`src/rtl/rmid_pkg.sv`:
```
package rmid_pkg;
    typedef enum logic [2:0] {
        ST_IDLE,
        ST_RD_IP,
        ST_RD_CS,
        ST_PUSH_FL,
        ST_PUSH_CS,
        ST_PUSH_IP,
        ST_CHECK,
        ST_FINISH
    } state_t;

    // flag bit positions cleared on entry
    localparam int unsigned BIT_TRAP   = 8;
    localparam int unsigned BIT_INTEN  = 9;
    localparam int unsigned BIT_RESUME = 16;
    localparam int unsigned BIT_ALIGN  = 18;

    // selector to base conversion
    localparam int unsigned SEG_SHIFT = 4;
endpackage

```
`src/rtl/rmid_vec_addr.sv`:
```
module rmid_vec_addr #(
    parameter int VEC_W = 8
) (
    input  logic [VEC_W-1:0] vec_i,
    input  logic             hi_half_i,
    output logic [VEC_W+1:0] addr_o
);
    // four bytes per entry; offset half at +0, selector half at +2
    assign addr_o = {vec_i, hi_half_i, 1'b0};
endmodule

```
`src/rtl/rmid_commit.sv`:
```
module rmid_commit
    import rmid_pkg::*;
#(
    parameter int WORD_W = 16,
    parameter int FLAG_W = 32
) (
    input  logic [WORD_W-1:0]           tgt_ip_i,
    input  logic [WORD_W-1:0]           tgt_cs_i,
    input  logic [WORD_W-1:0]           limit_i,
    input  logic [FLAG_W-1:0]           flags_i,
    output logic                        fault_o,
    output logic [WORD_W+SEG_SHIFT-1:0] base_o,
    output logic [FLAG_W-1:0]           flags_o
);
    localparam logic [FLAG_W-1:0] CLR_MASK = (FLAG_W'(1) << BIT_TRAP)
                                           | (FLAG_W'(1) << BIT_INTEN)
                                           | (FLAG_W'(1) << BIT_RESUME)
                                           | (FLAG_W'(1) << BIT_ALIGN);

    assign fault_o = tgt_ip_i > limit_i;
    assign base_o  = {tgt_cs_i, {SEG_SHIFT{1'b0}}};
    assign flags_o = flags_i & ~CLR_MASK;
endmodule

```
`src/rtl/rm_irq_dispatch.sv`:
```
module rm_irq_dispatch
    import rmid_pkg::*;
#(
    parameter int VEC_W  = 8,
    parameter int WORD_W = 16,
    parameter int FLAG_W = 32
) (
    input  logic                        clk,
    input  logic                        rst_n,
    input  logic                        start_i,
    input  logic [VEC_W-1:0]            vector_i,
    input  logic [FLAG_W-1:0]           flags_i,
    input  logic [WORD_W-1:0]           cs_sel_i,
    input  logic [WORD_W-1:0]           cs_limit_i,
    input  logic [WORD_W-1:0]           next_ip_i,
    output logic                        rd_req_o,
    output logic [VEC_W+1:0]            rd_addr_o,
    input  logic                        rd_ready_i,
    input  logic [WORD_W-1:0]           rd_data_i,
    output logic                        wr_req_o,
    output logic [WORD_W-1:0]           wr_data_o,
    input  logic                        wr_ready_i,
    output logic                        busy_o,
    output logic                        done_o,
    output logic                        fault_o,
    output logic [WORD_W-1:0]           cs_sel_o,
    output logic [WORD_W+SEG_SHIFT-1:0] cs_base_o,
    output logic [WORD_W-1:0]           ip_o,
    output logic [FLAG_W-1:0]           flags_o
);
    localparam int BASE_W = WORD_W + SEG_SHIFT;

    typedef struct packed {
        state_t              st;
        logic [VEC_W-1:0]    vec;
        logic [FLAG_W-1:0]   flags;
        logic [WORD_W-1:0]   cs_old;
        logic [WORD_W-1:0]   limit;
        logic [WORD_W-1:0]   nip;
        logic [WORD_W-1:0]   tip;
        logic [WORD_W-1:0]   tcs;
        logic                fault;
        logic [WORD_W-1:0]   arch_cs;
        logic [BASE_W-1:0]   arch_base;
        logic [WORD_W-1:0]   arch_ip;
        logic [FLAG_W-1:0]   arch_flags;
    } regs_t;

    regs_t q, d;

    logic              cmt_fault;
    logic [BASE_W-1:0] cmt_base;
    logic [FLAG_W-1:0] cmt_flags;

    rmid_vec_addr #(.VEC_W(VEC_W)) u_addr (
        .vec_i     (q.vec),
        .hi_half_i (q.st == ST_RD_CS),
        .addr_o    (rd_addr_o)
    );

    rmid_commit #(.WORD_W(WORD_W), .FLAG_W(FLAG_W)) u_commit (
        .tgt_ip_i (q.tip),
        .tgt_cs_i (q.tcs),
        .limit_i  (q.limit),
        .flags_i  (q.flags),
        .fault_o  (cmt_fault),
        .base_o   (cmt_base),
        .flags_o  (cmt_flags)
    );

    always_comb begin
        d = q;
        case (q.st)
            ST_IDLE: begin
                if (start_i) begin
                    d.st     = ST_RD_IP;
                    d.vec    = vector_i;
                    d.flags  = flags_i;
                    d.cs_old = cs_sel_i;
                    d.limit  = cs_limit_i;
                    d.nip    = next_ip_i;
                    d.fault  = 1'b0;
                end
            end
            ST_RD_IP: begin
                if (rd_ready_i) begin
                    d.tip = rd_data_i;
                    d.st  = ST_RD_CS;
                end
            end
            ST_RD_CS: begin
                if (rd_ready_i) begin
                    d.tcs = rd_data_i;
                    d.st  = ST_PUSH_FL;
                end
            end
            ST_PUSH_FL: if (wr_ready_i) d.st = ST_PUSH_CS;
            ST_PUSH_CS: if (wr_ready_i) d.st = ST_PUSH_IP;
            ST_PUSH_IP: if (wr_ready_i) d.st = ST_CHECK;
            ST_CHECK: begin
                d.fault = cmt_fault;
                if (!cmt_fault) begin
                    d.arch_cs    = q.tcs;
                    d.arch_base  = cmt_base;
                    d.arch_ip    = q.tip;
                    d.arch_flags = cmt_flags;
                end
                d.st = ST_FINISH;
            end
            default: d.st = ST_IDLE;
        endcase
    end

    always_comb begin
        case (q.st)
            ST_PUSH_FL: wr_data_o = q.flags[WORD_W-1:0];
            ST_PUSH_CS: wr_data_o = q.cs_old;
            ST_PUSH_IP: wr_data_o = q.nip;
            default:    wr_data_o = '0;
        endcase
    end

    assign rd_req_o  = (q.st == ST_RD_IP) || (q.st == ST_RD_CS);
    assign wr_req_o  = (q.st == ST_PUSH_FL) || (q.st == ST_PUSH_CS) || (q.st == ST_PUSH_IP);
    assign busy_o    = q.st != ST_IDLE;
    assign done_o    = q.st == ST_FINISH;
    assign fault_o   = done_o && q.fault;
    assign cs_sel_o  = q.arch_cs;
    assign cs_base_o = q.arch_base;
    assign ip_o      = q.arch_ip;
    assign flags_o   = q.arch_flags;

    always_ff @(posedge clk) begin
        if (!rst_n) q <= regs_t'('0);
        else        q <= d;
    end
endmodule

```
`config.mk`:
```
export PLATFORM = sky130hd
export DESIGN_NAME = rm_irq_dispatch
export DESIGN_NICKNAME = d
export VERILOG_FILES = /design/src/rtl/rmid_pkg.sv /design/src/rtl/rmid_vec_addr.sv /design/src/rtl/rmid_commit.sv /design/src/rtl/rm_irq_dispatch.sv
export SDC_FILE = /design/constraint.sdc
export NUM_CORES = 1
export LEC_CHECK = 0
export BUFFER_PORTS_ARGS = -buffer_cell sky130_fd_sc_hd__buf_2
export CAP_MARGIN = 20
export CORE_ASPECT_RATIO = 0.9
export CORE_MARGIN = 2
export CORE_UTILIZATION = 23
export DETAILED_ROUTE_END_ITERATION = 6
export GPL_ROUTABILITY_DRIVEN = 0
export GPL_TIMING_DRIVEN = 0
export MAX_ROUTING_LAYER = met4
export PLACE_DENSITY_LB_ADDON = 0.2
export SLEW_MARGIN = 20
export SYNTH_ARGS = -nofsm -noshare
export SYNTH_HDL_FRONTEND = slang
export SYNTH_SLANG_ARGS = --single-unit
```
`constraint.sdc`:
```
create_clock -name clk -period 2.1 [get_ports clk]
set_input_delay 0.42 -clock clk [delete_from_list [all_inputs] [get_ports clk]]
set_output_delay 0.42 -clock clk [all_outputs]
set_load 0.01 [all_outputs]
```
### Yosys cells after proc, flatten, opt, wreduce, memory -nomap -nowiden

Index checks and enable logic that the tools add are counted.

* $lt $le $gt $ge: 1
* equality and inequality tests: 13
* mux-type cells: 10
* bitwise logic cells: 1
* reductions and logical operators: 13

Operators with widths (count)
* $mux 91: 1
* $pmux 16 s3: 1
* $pmux 3 s7: 1
* $gt 16x16->1: 1
* $mux 3: 5
* $eq 3x3->1 const B: 4
* $ne 2x2->1 const B: 6
* $reduce_and 2->1: 5
* $eq 3x2->1 const B: 2
* $reduce_and 6->1: 1
* $eq 3x1->1 const B: 1
* $logic_not 3->1: 1
* $logic_or 1x1->1: 3
* $reduce_bool 3->1: 1
* $pmux 1 s2: 1
* $reduce_bool 2->1: 1
* $logic_and 1x1->1: 1
* $mux 1: 1
* $not 1->1: 1

* register bits: 184
* bits of input ports: 109
* output and inout bits: 115
* word-level logic and storage cells: 50

### Logic depth before layout (Yosys ltp)

Gate-level depths: netlist of run 1.

* depth in word-level cells: 3
* mapped depth: 10
* depth with buffers taken out: 8

### Hierarchy

Synthesis of run 1 repeated with hierarchy kept, for this count alone.

* cells, all modules: 1170
* area total of the unflattened synthesis: 9720.6 um^2

Modules (own cells, without submodules)
* rm_irq_dispatch: instances 1, cells an instance 1050, area each 8841.0 um^2, sequential area each 4164.0 um^2
* rmid_commit: instances 1, cells an instance 109, area each 800.8 um^2, sequential area each 0.0 um^2
* rmid_vec_addr: instances 1, cells an instance 11, area each 78.8 um^2, sequential area each 0.0 um^2

### Least setup slack after synthesis of run 1

No wires, ideal clock.

* kind: reg2reg
* from: register q[148] (netlist bit)
* to: register q (netlist bit cs_base_o[10])
* setup time: 72 ps
* arrival: 2137 ps
* required time: 2028 ps
* slack: -108 ps
* cell stages (with the launch flop): 10
* buffers on the path: 2
* period minus slack after synthesis: 2208 ps
* cell sequence: dfxtp_1 > inv_1 > ha_1 > nand4_1 > or3_4 > or3_4 > a21oi_2 > buf_6 > buf_12 > mux2i_1

* cells in the longest elaborated chain, start to end: 3

Ends and longest elaborated chain
* start: declaration: line rm_irq_dispatch.sv:49 `regs_t q, d;`
* start signal: assignment: line rm_irq_dispatch.sv:134 `if (!rst_n) q <= regs_t'('0);`
* $gt 16x16->1: line rmid_commit.sv:20 `assign fault_o = tgt_ip_i > limit_i;`
* $not 1->1 (no line)
* $reduce_and 2->1 (no line)

No other way between the ends.
A chain may end at the register's enable or synchronous reset.

### Worst setup path in the final report of run 1

* from: register q[148] (netlist bit)
* to: register q (netlist bit flags_o[5])

Same word-level chain as after synthesis.

==> flow_metrics.py, run 1 <==
metrics = {
    "sta": {
        "hold_slack_ns": 0.212,
        "drv_slew": 0,
        "final.setup.worst_slack_ns": -0.291,
        "max_freq_ghz": 0.418,
        "hold_violations": 0,
        "min_period_ns": 2.39,
        "rsz0062_at_grt": "yes",
        "worstMarginPinSlew_ns": 0.587,
        "tns_ns": -14.90,
        "clock_skew_ns": 0.0167,
        "finalSetupViolations": 62,
        "slew_headroom_pct": 60.9,
        "period_share_pct": 114,
    },
    "critical_path": {
        "critPathLaunch": "q[148]",
        "crit_path_max_fanout": 5,
        "cp.required_ns": 2.47,
        "critPathCaptureType": "flip-flop",
        "crit_type": "reg2reg",
        "crit_arrival_ns": 2.76,
        "rr_startpoint": "q[148]",
        "start_kind": "flip-flop",
    },
    "logic_synthesis": {
        "yosysTopAreaCell": "dfxtp_1",
        "async_flop_share_pct": 0,
        "yosysSeqAreaShare_pct": 42.6,
        "synth_flop_cell": "dfxtp_1",
        "syn_inst": 1018,
        "synth-edff-count": 0,
        "ys_ff_latch": 182,
        "yosysWarnings": 0,
        "synth.cell_area_mm2": 0.00856,
        "ys_top_cells_by_area": "dfxtp_1 (43%), nand2_1 (17%), mux2i_1 (9.0%)",
        "postSynthAreaPerCell_um2": 8.41,
        "ys_types": 39,
        "yosys.area.top_type_share_pct": 42.6,
    },
    "global_route": {
        "grt_overflow": 0,
        "grt_use_total_pct": 14.7,
        "grt_pass1_vias": 6994,
        "antenna_found_initial": 3,
        "grt_start_max_net_pins": 19,
        "grt_pass1_wl_mm": 42.0,
    },
    "clocking": {
        "cts_tree": "yes",
        "cts_root_buf": "clkbuf_16",
        "cts.clk_slew.worst_paths_ns": 0.08,
        "cts_sinks": 182,
        "ctsHoldBuffers": 0,
        "clkLatencyLatePin_ns": 0.44,
        "clock_path_buffers": 2,
        "cts-htree-levels": 4,
        "cts_buffers": 17,
    },
    "power": {
        "p_leak_nw": 4.89,
        "vdd_drop_max_mv": 0.522,
        "power_mw": 8.17,
        "cellPowerDensity_mw_per_mm2": 709,
    },
    "placement": {
        "dp.final_hpwl_mm": 21.2,
        "io_buffers": 211,
        "post_dp_cell_area_mm2": 0.0103,
    },
    "finish": {
        "stdcell_area_mm2": 0.0115,
        "syn_to_final_growth_pct": 34.6,
        "fillers": 3979,
        "final_cell_mix": "nand2_1 (364), buf_2 (216), dfxtp_1 (162)",
        "multi_input_area_mm2": 0.00399,
        "drive_gt1_share_pct": 36.0,
        "final_common_cell": "nand2_1",
        "layout.nets": 1401,
        "seqCellArea_mm2": 0.00368,
    },
    "detailed_routing": {
        "met2_length_mm": 12.5,
        "viasPerCell": 4.08,
        "route.detailed.drc": 0,
        "highest_layer": "met4",
        "wirelength_mm": 27.8,
        "postRouteAntennaNets": 0,
        "wire_per_inst_um": 15.7,
        "firstDrtPassIters": 4,
        "first_iter_violations": 286,
        "met3_length_mm": 1.09,
        "met1_length_mm": 13.9,
        "vias": 7240,
    },
    "die": {
        "num_rows": 67,
        "die_area_mm2": 0.0388,
        "ios": 224,
        "die-height_um": 187,
        "design.core.area_mm2": 0.0370,
        "die_w_um": 207,
        "initial_core_util_pct": 23.1,
    },
    "hold_path": {
        "min-delay-start": "flags_i[22]",
        "hold_path_class": "in2reg",
    },
    "run": {
        "maxCapViolations": 0,
    },
    "status": {
        "outcome": "complete, but fails checks",
        "failed_checks": "setup timing",
    },
}
-- cells in the mapped netlist, types with 3 or more instances --
master	n
o21a_1	3
o21ai_0	21
and2_1	4
buf_12	6
buf_2	3
nand4_1	3
a21boi_0	35
inv_1	17
mux2i_1	77
clkbuf_1	37
nand2_1	381
dfxtp_1	182
nor3b_1	3
a21oi_1	9
ha_1	16
buf_1	5
buf_4	94
buf_6	3
a21boi_1	84
nor2b_1	4
dlygate4sd3_1	10
-- layer usage --
layer | global-route usage, % | up-vias
met5 | - | -
met4 | 3.60 | 0
met3 | 2.64 | 21
li1 | - | 3713
met1 | 20.3 | 3373
met2 | 22.1 | 133
-- final cells by class --
type,count,area share [%]
inverter,17,0.554
clock buffer,17,3.69
timing repair buffer,231,11.4
buffer,160,10.8
clock inverter,15,1.61
antenna,3,0.0652
sequential,182,31.9
multi-input combinational,667,34.7
tap,483,5.25
-- through the flow --
step / std cells / utilization, % / worst slack (ns)
floorplan: 1026 / - / -0.0446
global placement: 1720 / 27.8 / -0.398
detailed placement: 1720 / 27.8 / -0.412
CTS: 1764 / 30.5 / -0.283
global route: 1774 / 31.2 / -0.407
finish: 1775 / 31.2 / -0.291
-- repair_timing --
action	4_1_cts	5_1_grt
buffers inserted	9	6
resized for setup	85	61
cloned	3	3
setup endpoints to repair	123	149
pin swaps	5	7
-- path summary, 6_finish.rpt --
path                end  slack, ns  cells after the start
max          flags_o[5]      -0.29                     10
max reg2reg  flags_o[5]      -0.29                     10
min reg2reg      q[138]       0.45                      2
min              q[187]       0.21                      3
-- power by group --
part	total (mW)	leakage [nW]	internal, mW	switching (mW)
Sequential	3.71	1.49	3.60	0.109
Clock	3.40	0.296	1.81	1.59
Combinational	1.06	3.10	0.450	0.613
-- sequential cells by signal, indices dropped and copies added (netlist names) --
name and count:
ip_o 16, q 122, cs_base_o 16, flags_o 28
-- logic make-up (layout without fill, tap and decap cells) --
family | count (synthesis) | after routing | share of synthesized area [%]
adders and majority gates | 16 | 16 | 2.34
and+or+nand+nor | 406 | 406 | 18.6
buffers and inverters | 177 | 440 | 14.2
muxes | 78 | 78 | 9.14
xor gates and xnor gates | 1 | 1 | 0.102
DFF | 182 | 182 | 42.6
other | 1 | 12 | 0.0438
AOI/OAI and AO/OA | 157 | 157 | 12.9
-- critical path: stages (launching register included) --
cell and delay [ns]:
dfxtp_2 0.34, inv_2 0.05, ha_4 0.27, nand4_1 0.14
or3_4 0.37, or3_4 0.36, a21oi_4 0.17, buf_8 0.15
buf_12 0.14, clkbuf_16 0.15, mux2i_1 0.17
(Power assumes the default switching activity.)
==> inputs of run 2 (changes only) <==
--- a/config.mk
+++ b/config.mk
@@ -14,7 +14,7 @@
 export GPL_ROUTABILITY_DRIVEN = 0
 export GPL_TIMING_DRIVEN = 0
 export MAX_ROUTING_LAYER = met4
-export PLACE_DENSITY_LB_ADDON = 0.2
+export PLACE_DENSITY = 0.45
 export SLEW_MARGIN = 20
 export SYNTH_ARGS = -nofsm -noshare
 export SYNTH_HDL_FRONTEND = slang
==> run 2 against run 1 <==
Against the previous run: the run still ends with setup timing left; clock-buffer cell count unchanged; cell count is 0.17% lower; non-clock buffer count is 4 lower; largest cell class unchanged; largest power group unchanged.
==> flow_metrics.py, run 2 (synthesis gave the netlist of run 1 again) <==
metrics = {
    "sta": {
        "hold_violations": 0,
        "max_freq_ghz": 0.422,
        "finalSetupViolations": 60,
        "slew_headroom_pct": 62.2,
        "rsz0062_at_grt": "yes",
        "period_share_pct": 113,
        "worstMarginPinSlew_ns": 0.567,
        "final.setup.worst_slack_ns": -0.270,
        "min_period_ns": 2.37,
        "clock_skew_ns": 0.0149,
        "drv_slew": 0,
    },
    "finish": {
        "fillers": 3988,
        "seqCellArea_mm2": 0.00368,
        "syn_to_final_growth_pct": 33.3,
        "fin_cells": 1772,
        "drive_gt1_share_pct": 34.6,
        "multi_input_area_mm2": 0.00396,
        "final_cell_mix": "nand2_1 (373), buf_2 (215), dfxtp_1 (163)",
        "layout.nets": 1397,
        "final_common_cell": "nand2_1",
        "top_register": "q",
        "largest_reg_flops": 122,
        "stdcell_area_mm2": 0.0114,
    },
    "die": {
        "die_w_um": 207,
        "initial_core_util_pct": 23.1,
        "ios": 224,
        "die-height_um": 187,
        "num_rows": 67,
        "die_area_mm2": 0.0388,
        "design.core.area_mm2": 0.0370,
    },
    "critical_path": {
        "reg2regPathDepth": 10,
        "crit_path_max_fanout": 10,
        "crit_arrival_ns": 2.74,
        "reg2reg_setup_slack_ns": -0.27,
        "start_kind": "flip-flop",
        "rr_startpoint": "q[148]",
        "crit_type": "reg2reg",
        "regToRegEndpoint": "cs_base_o[11]",
        "critPathCaptureType": "flip-flop",
        "cp.required_ns": 2.47,
        "crit_end": "cs_base_o[11]",
        "critPathLaunch": "q[148]",
    },
    "clocking": {
        "cts-htree-levels": 4,
        "clock_path_buffers": 2,
        "cts_sinks": 182,
        "cts.clk_slew.worst_paths_ns": 0.08,
        "cts_buffers": 17,
        "cts_tree": "yes",
        "cts_root_buf": "clkbuf_16",
        "clkLatencyLatePin_ns": 0.44,
    },
    "global_route": {
        "grt_start_max_net_pins": 20,
        "antenna_found_initial": 4,
        "grt_use_total_pct": 14.4,
        "grt_pass1_vias": 6911,
        "grt_overflow": 0,
        "grt_pass1_wl_mm": 41.0,
    },
    "detailed_routing": {
        "first_iter_violations": 251,
        "viasPerCell": 4.03,
        "vias": 7145,
        "firstDrtPassIters": 5,
        "wirelength_mm": 27.6,
        "wire_per_inst_um": 15.6,
        "postRouteAntennaNets": 0,
        "route.detailed.drc": 0,
    },
    "power": {
        "cellPowerDensity_mw_per_mm2": 693,
        "p_leak_nw": 4.76,
        "vdd_drop_max_mv": 0.503,
        "power_mw": 7.90,
    },
    "placement": {
        "dp.final_hpwl_mm": 21.2,
        "placedCellCount": 1720,
        "post_dp_cell_area_mm2": 0.0103,
        "io_buffers": 211,
        "pre_cts_ws_ns": -0.484,
    },
    "hold_path": {
        "hold_path_class": "in2reg",
    },
    "status": {
        "outcome": "complete, but fails checks",
        "failed_checks": "setup timing",
    },
    "run": {
        "maxCapViolations": 0,
    },
}
==> run 2: worst min path at each step <==
| stage | startpoint | endpoint | slack, ns | cells after the start |
|---|---|---|---|---|
| after floorplan | q[138] | q[138] | 0.43 | 2 |
| after global placement | q[158] | q[158] | 0.44 | 2 |
| after detailed placement | q[138] | q[138] | 0.44 | 2 |
| after CTS | next_ip_i[4] | q[121] | 0.18 | 3 |
| after global routing | flags_i[29] | q[194] | 0.19 | 3 |
| final | vector_i[1] | q[198] | 0.20 | 3 |
==> run 2: worst max-delay path, cell delays in order, from the launching register on <==
cell and delay, ns:
dfxtp_4 0.37, inv_2 0.04, ha_4 0.26, nand4_1 0.10, or3_4 0.42, or3_4 0.34
a21oi_2 0.14, buf_6 0.13, buf_12 0.15, buf_12 0.15, mux2i_1 0.18
==> run 2: metal layers <==
layer / up-vias / part of all wire, % / track usage (%)
li1: 3710 / - / -
met1: 3290 / 51 / 19.6
met2: 132 / 45 / 21.7
met3: 13 / 3.3 / 2.82
met4: 0 / 1.2 / 3.93
met5: - / 0 / -
==> run 2: layout make-up <==
cell class | instances | share of cell area (%)
tap | 483 | 5.30
inverter | 17 | 0.560
clock buffer | 17 | 3.73
sequential | 182 | 32.3
buffer | 158 | 10.9
multi-input combinational | 667 | 34.7
clock inverter | 15 | 1.26
timing repair buffer | 229 | 11.2
antenna | 4 | 0.0878
==> run 2: power breakdown <==
group          internal [mW]  switching (mW)
clock                   1.56            1.58
sequential              3.60           0.107
combinational          0.455           0.602
total                   5.62            2.29
==> run 2: metrics by stage <==
stage / hold slack (ns) / setup TNS [ns] / util [%]
final: 0.204 / -14.22 / 30.8
after global routing: 0.192 / -20.81 / 30.8
after CTS: 0.175 / -16.26 / 30.2
after detailed placement: 0.443 / -36.93 / 27.8
after global placement: 0.440 / -36.28 / 27.8
after floorplan: 0.433 / -2.68 / -
==> run 2: timing repair <==
| action | CTS | global route |
|---|---|---|
| buffers inserted | 5 | 9 |
| hold buffers | 0 | 0 |
| endpoints found under the setup margin | 132 | 138 |
| gates cloned | 2 | 2 |
| resized for setup | 81 | 39 |
| pin swaps | 1 | 7 |
